--- src/rtl/etu_pkg.sv ---
package etu_pkg;
  typedef enum logic [1:0] {
    REG_CTRL = 2'd0,
    REG_STAT = 2'd1,
    REG_PIT  = 2'd2,
    REG_NONE = 2'd3
  } etu_reg_e;

  typedef enum logic [1:0] {
    RST_NONE = 2'd0,
    RST_CORE = 2'd1,
    RST_CHIP = 2'd2,
    RST_SYS  = 2'd3
  } etu_rst_e;

  // control register field positions
  localparam int C_WDP_HI = 31;
  localparam int C_WDP_LO = 30;
  localparam int C_WRS_HI = 29;
  localparam int C_WRS_LO = 28;
  localparam int C_WIE    = 27;
  localparam int C_PIE    = 26;
  localparam int C_FP_HI  = 25;
  localparam int C_FP_LO  = 24;
  localparam int C_FIE    = 23;
  localparam int C_ARE    = 22;
  localparam logic [31:0] CTRL_MASK = 32'hFFC0_0000;

  // status register field positions
  localparam int S_WEN    = 31;
  localparam int S_WIS    = 30;
  localparam int S_WRS_HI = 29;
  localparam int S_WRS_LO = 28;
  localparam int S_PIS    = 27;
  localparam int S_FIS    = 26;
endpackage

--- src/rtl/etu_tb_tap.sv ---
module etu_tb_tap #(
  parameter int TB_W = 32,
  parameter int BASE = 9,
  parameter int STEP = 4
) (
  input  logic [TB_W-1:0] tb_now,
  input  logic [TB_W-1:0] tb_prev,
  input  logic            seen,
  input  logic [1:0]      sel,
  output logic            evt
);
  localparam int NSEL = 4;
  logic [NSEL-1:0] flip;

  for (genvar g = 0; g < NSEL; g++) begin : g_tap
    assign flip[g] = tb_now[BASE+STEP*g] ^ tb_prev[BASE+STEP*g];
  end

  assign evt = seen & flip[sel];
endmodule

--- src/rtl/etu_interval.sv ---
module etu_interval #(
  parameter int PIT_W = 32
) (
  input  logic             clk,
  input  logic             rst,
  input  logic             load,
  input  logic [PIT_W-1:0] load_val,
  input  logic             tick,
  input  logic             auto_en,
  input  logic             clr_st,
  output logic [PIT_W-1:0] count,
  output logic [PIT_W-1:0] reload,
  output logic             st
);
  localparam logic [PIT_W-1:0] ONE = PIT_W'(1);
  logic expire;

  assign expire = !load && tick && (count == ONE);

  always_ff @(posedge clk) begin
    if (rst) begin
      count  <= '0;
      reload <= '0;
      st     <= 1'b0;
    end else begin
      if (expire)      st <= 1'b1;
      else if (clr_st) st <= 1'b0;

      if (load) begin
        reload <= load_val;
        count  <= (load_val > ONE) ? load_val : '0;
      end else if (tick && count != '0) begin
        if (count == ONE) count <= auto_en ? reload : '0;
        else              count <= count - ONE;
      end
    end
  end
endmodule

--- src/rtl/etu_watchdog.sv ---
module etu_watchdog
  import etu_pkg::*;
(
  input  logic       clk,
  input  logic       rst,
  input  logic       evt,
  input  logic [1:0] cfg_type,
  input  logic [3:0] clr_mask,
  output logic       en_st,
  output logic       int_st,
  output logic [1:0] type_st,
  output logic       rst_core,
  output logic       rst_chip,
  output logic       rst_sys
);
  logic       n_en, n_int, fire;
  logic [1:0] n_type;

  always_comb begin
    n_en   = en_st & ~clr_mask[3];
    n_int  = int_st & ~clr_mask[2];
    n_type = type_st & ~clr_mask[1:0];
    fire   = 1'b0;
    if (evt) begin
      if (!en_st)       n_en  = 1'b1;
      else if (!int_st) n_int = 1'b1;
      else begin
        n_type = cfg_type;
        fire   = 1'b1;
      end
    end
  end

  always_ff @(posedge clk) begin
    if (rst) begin
      en_st    <= 1'b0;
      int_st   <= 1'b0;
      type_st  <= 2'b00;
      rst_core <= 1'b0;
      rst_chip <= 1'b0;
      rst_sys  <= 1'b0;
    end else begin
      en_st    <= n_en;
      int_st   <= n_int;
      type_st  <= n_type;
      rst_core <= fire && (cfg_type == RST_CORE);
      rst_chip <= fire && (cfg_type == RST_CHIP);
      rst_sys  <= fire && (cfg_type == RST_SYS);
    end
  end
endmodule

--- src/rtl/etu_top.sv ---
module etu_top
  import etu_pkg::*;
#(
  parameter int TB_W     = 32,
  parameter int PIT_W    = 32,
  parameter int FIT_BASE = 9,
  parameter int FIT_STEP = 4,
  parameter int WDT_BASE = 17,
  parameter int WDT_STEP = 4
) (
  input  logic            clk,
  input  logic            rst,
  input  logic [TB_W-1:0] tb_count,
  input  logic            wr_en,
  input  logic [1:0]      wr_addr,
  input  logic [31:0]     wr_data,
  input  logic [1:0]      rd_addr,
  output logic [31:0]     rd_data,
  output logic            fit_irq,
  output logic            pit_irq,
  output logic            wdt_irq,
  output logic            rst_core_req,
  output logic            rst_chip_req,
  output logic            rst_sys_req
);
  logic [31:0]      tcr;
  logic [TB_W-1:0]  tb_prev;
  logic             tb_seen;
  logic             tb_tick;
  logic             fit_evt, wdt_evt;
  logic             fit_st;
  logic             wr_ctrl, wr_stat, wr_pit;
  logic [PIT_W-1:0] pit_count, pit_reload;
  logic             pit_st;
  logic             wd_en_st, wd_int_st;
  logic [1:0]       wd_type_st;
  logic [31:0]      stat_word;

  assign wr_ctrl = wr_en && (wr_addr == REG_CTRL);
  assign wr_stat = wr_en && (wr_addr == REG_STAT);
  assign wr_pit  = wr_en && (wr_addr == REG_PIT);
  assign tb_tick = tb_seen && (tb_count != tb_prev);

  always_ff @(posedge clk) begin
    if (rst) begin
      tb_prev <= '0;
      tb_seen <= 1'b0;
    end else begin
      tb_prev <= tb_count;
      tb_seen <= 1'b1;
    end
  end

  always_ff @(posedge clk) begin
    if (rst)          tcr <= '0;
    else if (wr_ctrl) tcr <= wr_data & CTRL_MASK;
  end

  etu_tb_tap #(.TB_W(TB_W), .BASE(FIT_BASE), .STEP(FIT_STEP)) u_fit_tap (
    .tb_now (tb_count),
    .tb_prev(tb_prev),
    .seen   (tb_seen),
    .sel    (tcr[C_FP_HI:C_FP_LO]),
    .evt    (fit_evt)
  );

  etu_tb_tap #(.TB_W(TB_W), .BASE(WDT_BASE), .STEP(WDT_STEP)) u_wdt_tap (
    .tb_now (tb_count),
    .tb_prev(tb_prev),
    .seen   (tb_seen),
    .sel    (tcr[C_WDP_HI:C_WDP_LO]),
    .evt    (wdt_evt)
  );

  always_ff @(posedge clk) begin
    if (rst)                               fit_st <= 1'b0;
    else if (fit_evt)                      fit_st <= 1'b1;
    else if (wr_stat && wr_data[S_FIS])    fit_st <= 1'b0;
  end

  etu_interval #(.PIT_W(PIT_W)) u_pit (
    .clk     (clk),
    .rst     (rst),
    .load    (wr_pit),
    .load_val(wr_data[PIT_W-1:0]),
    .tick    (tb_tick),
    .auto_en (tcr[C_ARE]),
    .clr_st  (wr_stat && wr_data[S_PIS]),
    .count   (pit_count),
    .reload  (pit_reload),
    .st      (pit_st)
  );

  etu_watchdog u_wdog (
    .clk     (clk),
    .rst     (rst),
    .evt     (wdt_evt),
    .cfg_type(tcr[C_WRS_HI:C_WRS_LO]),
    .clr_mask(wr_stat ? wr_data[S_WEN:S_WRS_LO] : 4'b0000),
    .en_st   (wd_en_st),
    .int_st  (wd_int_st),
    .type_st (wd_type_st),
    .rst_core(rst_core_req),
    .rst_chip(rst_chip_req),
    .rst_sys (rst_sys_req)
  );

  assign stat_word = {wd_en_st, wd_int_st, wd_type_st, pit_st, fit_st, 26'b0};

  always_ff @(posedge clk) begin
    if (rst) begin
      fit_irq <= 1'b0;
      pit_irq <= 1'b0;
      wdt_irq <= 1'b0;
      rd_data <= '0;
    end else begin
      fit_irq <= fit_st & tcr[C_FIE];
      pit_irq <= pit_st & tcr[C_PIE];
      wdt_irq <= wd_int_st & tcr[C_WIE];
      case (rd_addr)
        REG_CTRL: rd_data <= tcr;
        REG_STAT: rd_data <= stat_word;
        REG_PIT:  rd_data <= 32'(pit_count);
        default:  rd_data <= '0;
      endcase
    end
  end
endmodule

--- config.mk ---
export PLATFORM = sky130hd
export DESIGN_NAME = etu_top
export DESIGN_NICKNAME = d
export VERILOG_FILES = /design/src/rtl/etu_pkg.sv /design/src/rtl/etu_tb_tap.sv /design/src/rtl/etu_interval.sv /design/src/rtl/etu_watchdog.sv /design/src/rtl/etu_top.sv
export SDC_FILE = /design/constraint.sdc
export NUM_CORES = 1
export LEC_CHECK = 0
export BUFFER_PORTS_ARGS = -buffer_cell sky130_fd_sc_hd__buf_2
export CAP_MARGIN = 20
export CORE_ASPECT_RATIO = 1.4
export CORE_UTILIZATION = 52
export CTS_CLUSTER_DIAMETER = 200
export DETAILED_ROUTE_END_ITERATION = 8
export PLACE_DENSITY_LB_ADDON = 0.08
export RECOVER_POWER = 25
export REMOVE_ABC_BUFFERS = 1
export SETUP_SLACK_MARGIN = 0.02
export SLEW_MARGIN = 25
export SYNTH_ARGS = -nofsm -noshare
export SYNTH_HDL_FRONTEND = slang
export SYNTH_HIERARCHICAL = 1
export SYNTH_SLANG_ARGS = --single-unit
--- constraint.sdc ---
create_clock -name clk -period 2.43 [get_ports clk]
set_clock_uncertainty 0.15 [all_clocks]
set_input_delay 0.243 -clock clk [delete_from_list [all_inputs] [get_ports clk]]
set_output_delay 0.243 -clock clk [all_outputs]
set_load 0.005 [all_outputs]
==> results of run 1 <==
==> timing repair <==
action	CTS	global route
cloned	2	3
gates resized for setup	54	96
hold buffers	61	0
setup endpoints to repair	31	32
hold endpoints to repair	69	0
pin swaps	28	42
buffers inserted	4	13
==> metrics by stage <==
| stage | area (um2) | total power [W] | hold slack [ns] |
|---|---|---|---|
| global placement | 8560 | 0.00403 | 0.301 |
| detailed placement | 8560 | 0.00405 | 0.307 |
| finish | 10700 | 0.00708 | 0.0443 |
| floorplan | 6940 | 0.00337 | 0.162 |
| global route | 10700 | 0.00730 | 0.0489 |
| CTS | 10100 | 0.00687 | 0.0266 |
==> cell families after synthesis <==
group                    count (synthesis)
AO/OA/AOI/OAI                          152
XOR/XNOR                                45
adder cells (fa/ha/maj)                  3
buffers and inverters                   71
flip-flops                             151
multiplexers                            58
AND/OR/NAND/NOR                        321
==> placed cells by master, fill, tap and decap left out, types with 13 or more instances in the layout <==
cell | netlist | final
a21oi_1 | 38 | 29
nand2_1 | 26 | 25
inv_1 | 19 | 19
buf_6 | 4 | 18
clkbuf_16 | 0 | 17
xnor2_1 | 32 | 32
nor2b_1 | 32 | 31
nor3_1 | 19 | 17
buf_2 | 4 | 109
dlygate4sd3_1 | 0 | 61
nand4_1 | 20 | 20
and2_1 | 29 | 29
xor2_1 | 13 | 13
nor4_1 | 27 | 20
buf_4 | 2 | 98
o21ai_0 | 23 | 17
nor2_1 | 98 | 95
dfxtp_1 | 151 | 146
nand2b_1 | 13 | 13
mux2i_1 | 54 | 54
==> routing by layer <==
layer / track usage / routed length (um) / vias to the layer above / share of wire
li1: - / - / 3443 / -
met1: 0.398 / 9960 / 3625 / 0.38
met2: 0.630 / 13500 / 380 / 0.51
met3: 0.0664 / 1640 / 110 / 0.062
met4: 0.218 / 1440 / 0 / 0.054
met5: 0 / 0 / - / 0
==> cell type report <==
| class | count | area, um2 | share of cell area |
|---|---|---|---|
| Multi-Input combinational cell | 579 | 4440 | 0.417 |
| Sequential cell | 151 | 3030 | 0.285 |
| Timing Repair Buffer | 297 | 2300 | 0.216 |
| Clock buffer | 19 | 433 | 0.0406 |
| Tap cell | 182 | 228 | 0.0214 |
| Clock inverter | 13 | 146 | 0.0137 |
| Inverter | 20 | 75.1 | 0.00704 |
==> flip-flops by register name, indices dropped and copies added, names as in the netlist, 2 cells and up <==
register and flops:
tcr 10, tb_prev 32, u_wdog/type_st 2, u_pit/reload 32, rd_data 32, u_pit/count 32
==> path summary, 6_finish.rpt <==
kind                                                     from                             to  cells after the start
worst max-delay path             u_pit/count[17]$_SDFFE_PP0P_   u_pit/count[16]$_SDFFE_PP0P_                      6
worst max register to register   u_pit/count[17]$_SDFFE_PP0P_   u_pit/count[16]$_SDFFE_PP0P_                      6
worst min register to register  u_pit/reload[24]$_SDFFE_PP0P_  u_pit/reload[24]$_SDFFE_PP0P_                      2
worst min-delay path                              wr_data[30]  u_pit/reload[30]$_SDFFE_PP0P_                      3
==> worst reg2reg max path, cell delays in order, from the launching register on <==
cell	delay (ns)
dfxtp_2	0.32
or4_4	0.53
or4_4	0.52
buf_12	0.17
o41ai_2	0.42
a221oi_1	0.14
nor3_1	0.22
==> power breakdown <==
group | internal, W | switching [W]
clock network | 0.00152 | 0.00111
registers | 0.00259 | 0.0000894
logic | 0.000793 | 0.000974
==> flow_summary.toml, run 1 <==
[placed_design]
place_congestion = 0.932
numPortBuffers = 108
dp.cells = 1148
hpwl_mm = 17.1
post-place-ws_ns = -0.209

[setup_path]
start_kind = "register"
crit_required_ns = 2.62
crit_slowest_cell = "or4_4"
crit_fanout = 8
cpPeakStageDelay_ns = 0.53
arrival_ns = 2.74
reg2reg_slack_ns = -0.13
path_delay_family = "simple AND/OR/NAND/NOR gates"
crit_top_cell = "or4_4"
worst-path-buf-inv = 1
crit_type = "reg2reg"
path_cells = "or4_4 -> or4_4 -> buf_12 -> o41ai_2 -> a221oi_1 -> nor3_1"
end_kind = "register"

[floorplanning]
io-pin-count = 109
dieWidth_um = 101
initial_core_util = 0.534
rows = 50
die_h_um = 141
dieArea_um2 = 14300
core_area_um2 = 13500

[sta]
finalCritPeriodShare = 1.05
setup_tns_ns = -1.78
slew_headroom = 0.578
worst_pin_slew_ns = 0.627
rsz0062_at_grt = "yes"
max_freq_ghz = 0.391
hold_viol = 0
setup_ws_ns = -0.127
setup_violations = 26
drv_slew = 0
fin_crit_ns = 2.56

[synth]
synth_mux_area_frac = 0.0816
yosysMostFrequentCell = "dfxtp_1"
synth-xor-area-share = 0.0549
synth_flop_cell = "dfxtp_1"
yosysWarnings = 6
synth_area_um2 = 7180
netlist_instances = 801
synth.largest_area_cell = "dfxtp_1"
synthArstFlopShare = 0
yosysSeqAreaShare = 0.421
synth_seq_cells = 151
synth-simple-area-share = 0.244
yosys-top-cells-area = "dfxtp_1, mux2i_1, nor2_1, xnor2_1, nor2b_1"
synth_top_family_by_area = "simple AND/OR/NAND/NOR gates"
synthAdderAreaFrac = 0.00523
synth_commonest_cells = "dfxtp_1, nor2_1, mux2i_1"
avgSynthCellArea_um2 = 8.96
ys_types = 66
synth-compound-area-share = 0.150
synth_top_area_frac = 0.421
synth-edff-count = 0

[worst_hold_path]
hold_path_class = "in2reg"

[detailed_routing]
ant_nets = 0
drtIter0Drc = 542
drt_pass1_iterations = 8
num_vias = 7558
drt-wirelength-per-cell_um = 21.0
wirelength_mm = 26.5
drc = 0
vias_per_cell = 5.99

[clock_tree]
clk-insertion-delay-late_ns = 0.43
cts_buffers = 17
cts_max_path_buffers = 2
cts.sinks = 151
cts_tree = "yes"
clkTransAtPathRegs_ns = 0.06
root_buffer = "clkbuf_16"
htreeDepth = 4

[grt]
grt_pass1_vias = 7463
grt_pass1_wl_mm = 38.7
grtUsageTotal = 0.360
antenna_found_initial = 0
grt_max_degree = 48
grt-ovfl-total = 0

[layout]
syn_to_final_growth_pct = 48.6
diodes = 0
nFillCells = 862
layout.cells.non_filler = 1261
final_util = 0.793
nets = 1140
drive_above_1_share = 0.346

[status]
violations = "setup timing"
status = "finished, violations left"

[power]
power_density_nw_per_um2 = 664
p_leak_nw = 4.38
irDropWorstVdd_uv = 487

[flow_run]
max-cap-violations = 0
No activity file was read; power rests on OpenSTA's default activity.
==> run 2, diff against run 1 <==
CORE_MARGIN = 4   (was not set)
==> run 2 against run 1 <==
The run still ends with setup timing left. Wire length is 0.85% lower. Fmax is 1.6% higher. Sequential power barely moved. Die area rose by 10%. Cell count shrank 1.2%. Design area fell by 3.1%. Core utilization down 2.4 points. Critical path depth is 1 higher. Critical path type unchanged.
==> flow_summary.toml, run 2 (synthesis results as in run 1) <==
[status]
status = "finished, violations left"
violations = "setup timing"

[setup_path]
end_kind = "register"
crit_fanout = 8
worst-path-buf-inv = 2
r2r-start = "u_pit/count[17]$_SDFFE_PP0P_"
path_cells = "or4_4 -> or4_4 -> buf_12 -> bufbuf_16 -> o21ai_2 -> o21ai_1 -> a221oi_2"
arrival_ns = 2.70
ff2ff_path_depth = 7
crit_required_ns = 2.61
path_delay_family = "simple AND/OR/NAND/NOR gates"
crit_start = "u_pit/count[17]$_SDFFE_PP0P_"
reg2reg_slack_ns = -0.09
start_kind = "register"
cpPeakStageDelay_ns = 0.53
reg2reg_to = "u_pit/count[24]$_SDFFE_PP0P_"
crit_slowest_cell = "or4_4"
crit_top_cell = "or4_4"
crit_type = "reg2reg"

[layout]
multi_input_area_um2 = 4290
final_cell_mix = "dfxtp_1, buf_4, nor2_1"
drive_above_1_share = 0.305
diodes = 0
nets = 1125
final_util = 0.768
seqCellArea_um2 = 3030
layout_commonest_cell = "dfxtp_1"
syn_to_final_growth_pct = 44.0
nFillCells = 935
stdcell_area_um2 = 10300

[grt]
grt_pass1_wl_mm = 40.3
grt_max_degree = 44
grt_pass1_vias = 7600
grt-ovfl-total = 0
antenna_found_initial = 0
grtUsageTotal = 0.330

[sta]
setup_violations = 9
hold_ws_ns = 0.0325
setup_tns_ns = -0.299
slew_headroom = 0.353
rsz0062_at_grt = "yes"
max_freq_ghz = 0.397
worst_pin_slew_ns = 0.971
finalCritPeriodShare = 1.04
fin_crit_ns = 2.52
hold_viol = 0
setup_ws_ns = -0.0876
drv_slew = 0

[worst_hold_path]
hold_depth = 3
hold_path_class = "in2reg"
worstHoldStart = "wr_data[30]"
holdPathEnd = "tcr[30]$_SDFFE_PP0P_"

[clock_tree]
cts.sinks = 151
cts_max_path_buffers = 2
root_buffer = "clkbuf_16"
cts_tree = "yes"
clkTransAtPathRegs_ns = 0.06
htreeDepth = 4
clk-insertion-delay-late_ns = 0.43
cts_buffers = 17

[floorplanning]
core_area_um2 = 13500
io-pin-count = 109
dieArea_um2 = 15800
dieWidth_um = 107
initial_core_util = 0.534
die_h_um = 147
rows = 50

[placed_design]
hpwl_mm = 17.7
place_congestion = 0.942
post-place-ws_ns = -0.241
placed_area_um2 = 8580
numPortBuffers = 108

[power]
p_leak_nw = 4.24
power_density_nw_per_um2 = 691
irDropWorstVdd_uv = 569

[detailed_routing]
vias_per_cell = 5.98
ant_nets = 0
drt-wirelength-per-cell_um = 21.1
drtIter0Drc = 575
wirelength_mm = 26.3
num_vias = 7448
drt_pass1_iterations = 7
drc = 0

[flow_run]
max-cap-violations = 0
[run 2: changes by cell type in the layout (fill, tap and decap cells not counted), sizes merged]
cell / previous run / this run
clkinv: 6 / 2
bufbuf: 0 / 1
clkbuf: 19 / 40
clkinvlp: 2 / 5
buf: 236 / 202
bufinv: 2 / 3
dlygate4sd3: 61 / 58
[run 2: worst max-delay path by stage]
stage | depth (start not counted) | to
6_report | 7 | u_pit/count[24]$_SDFFE_PP0P_
2_1_floorplan | 5 | u_pit/count[10]$_SDFFE_PP0P_
5_1_grt | 7 | u_pit/count[24]$_SDFFE_PP0P_
3_5_place_dp | 6 | u_pit/count[7]$_SDFFE_PP0P_
3_3_place_gp | 6 | u_pit/count[5]$_SDFFE_PP0P_
4_1_cts | 6 | u_pit/count[30]$_SDFFE_PP0P_
[run 2: metrics by stage]
step | std cells | power [W]
2_1_floorplan | 750 | 0.00337
3_3_place_gp | 1148 | 0.00404
3_5_place_dp | 1148 | 0.00406
4_1_cts | 1244 | 0.00701
5_1_grt | 1246 | 0.00736
6_report | 1246 | 0.00714
[run 2: cell type report]
class                           count  share of cell area
Clock buffer                       19              0.0438
Clock inverter                     13              0.0162
Inverter                           20             0.00726
Multi-Input combinational cell    579               0.415
Sequential cell                   151               0.293
Tap cell                          182              0.0220
Timing Repair Buffer              282               0.202
[run 2: routing by layer]
metal,up-vias,track usage,part of all wire,wire length (um)
met5,-,0,0,0
met4,0,0.174,0.043,1140
met3,86,0.0536,0.063,1660
met2,381,0.584,0.52,13700
met1,3580,0.376,0.37,9820
li1,3401,-,-,-
[run 2: timing repair]
item | in CTS | in global routing
gates cloned | 1 | 0
pin swaps | 31 | 37
hold endpoints to repair | 65 | 0
setup endpoints to repair | 29 | 32
resized for setup | 52 | 49
hold buffers | 58 | 0
buffers inserted | 5 | 2
[run 2: worst reg2reg max path, stage by stage (launching register included)]
cell and delay, ns:
dfxtp_1 0.31, or4_4 0.53, or4_4 0.51, buf_12 0.17
bufbuf_16 0.28, o21ai_2 0.12, o21ai_1 0.10, a221oi_2 0.26
[run 2: report_power, final]
part	leakage, nW	internal (W)	switching (W)
Combinational	2.71	0.000745	0.000936
Sequential	1.24	0.00259	0.0000874
Clock	0.289	0.00168	0.00110
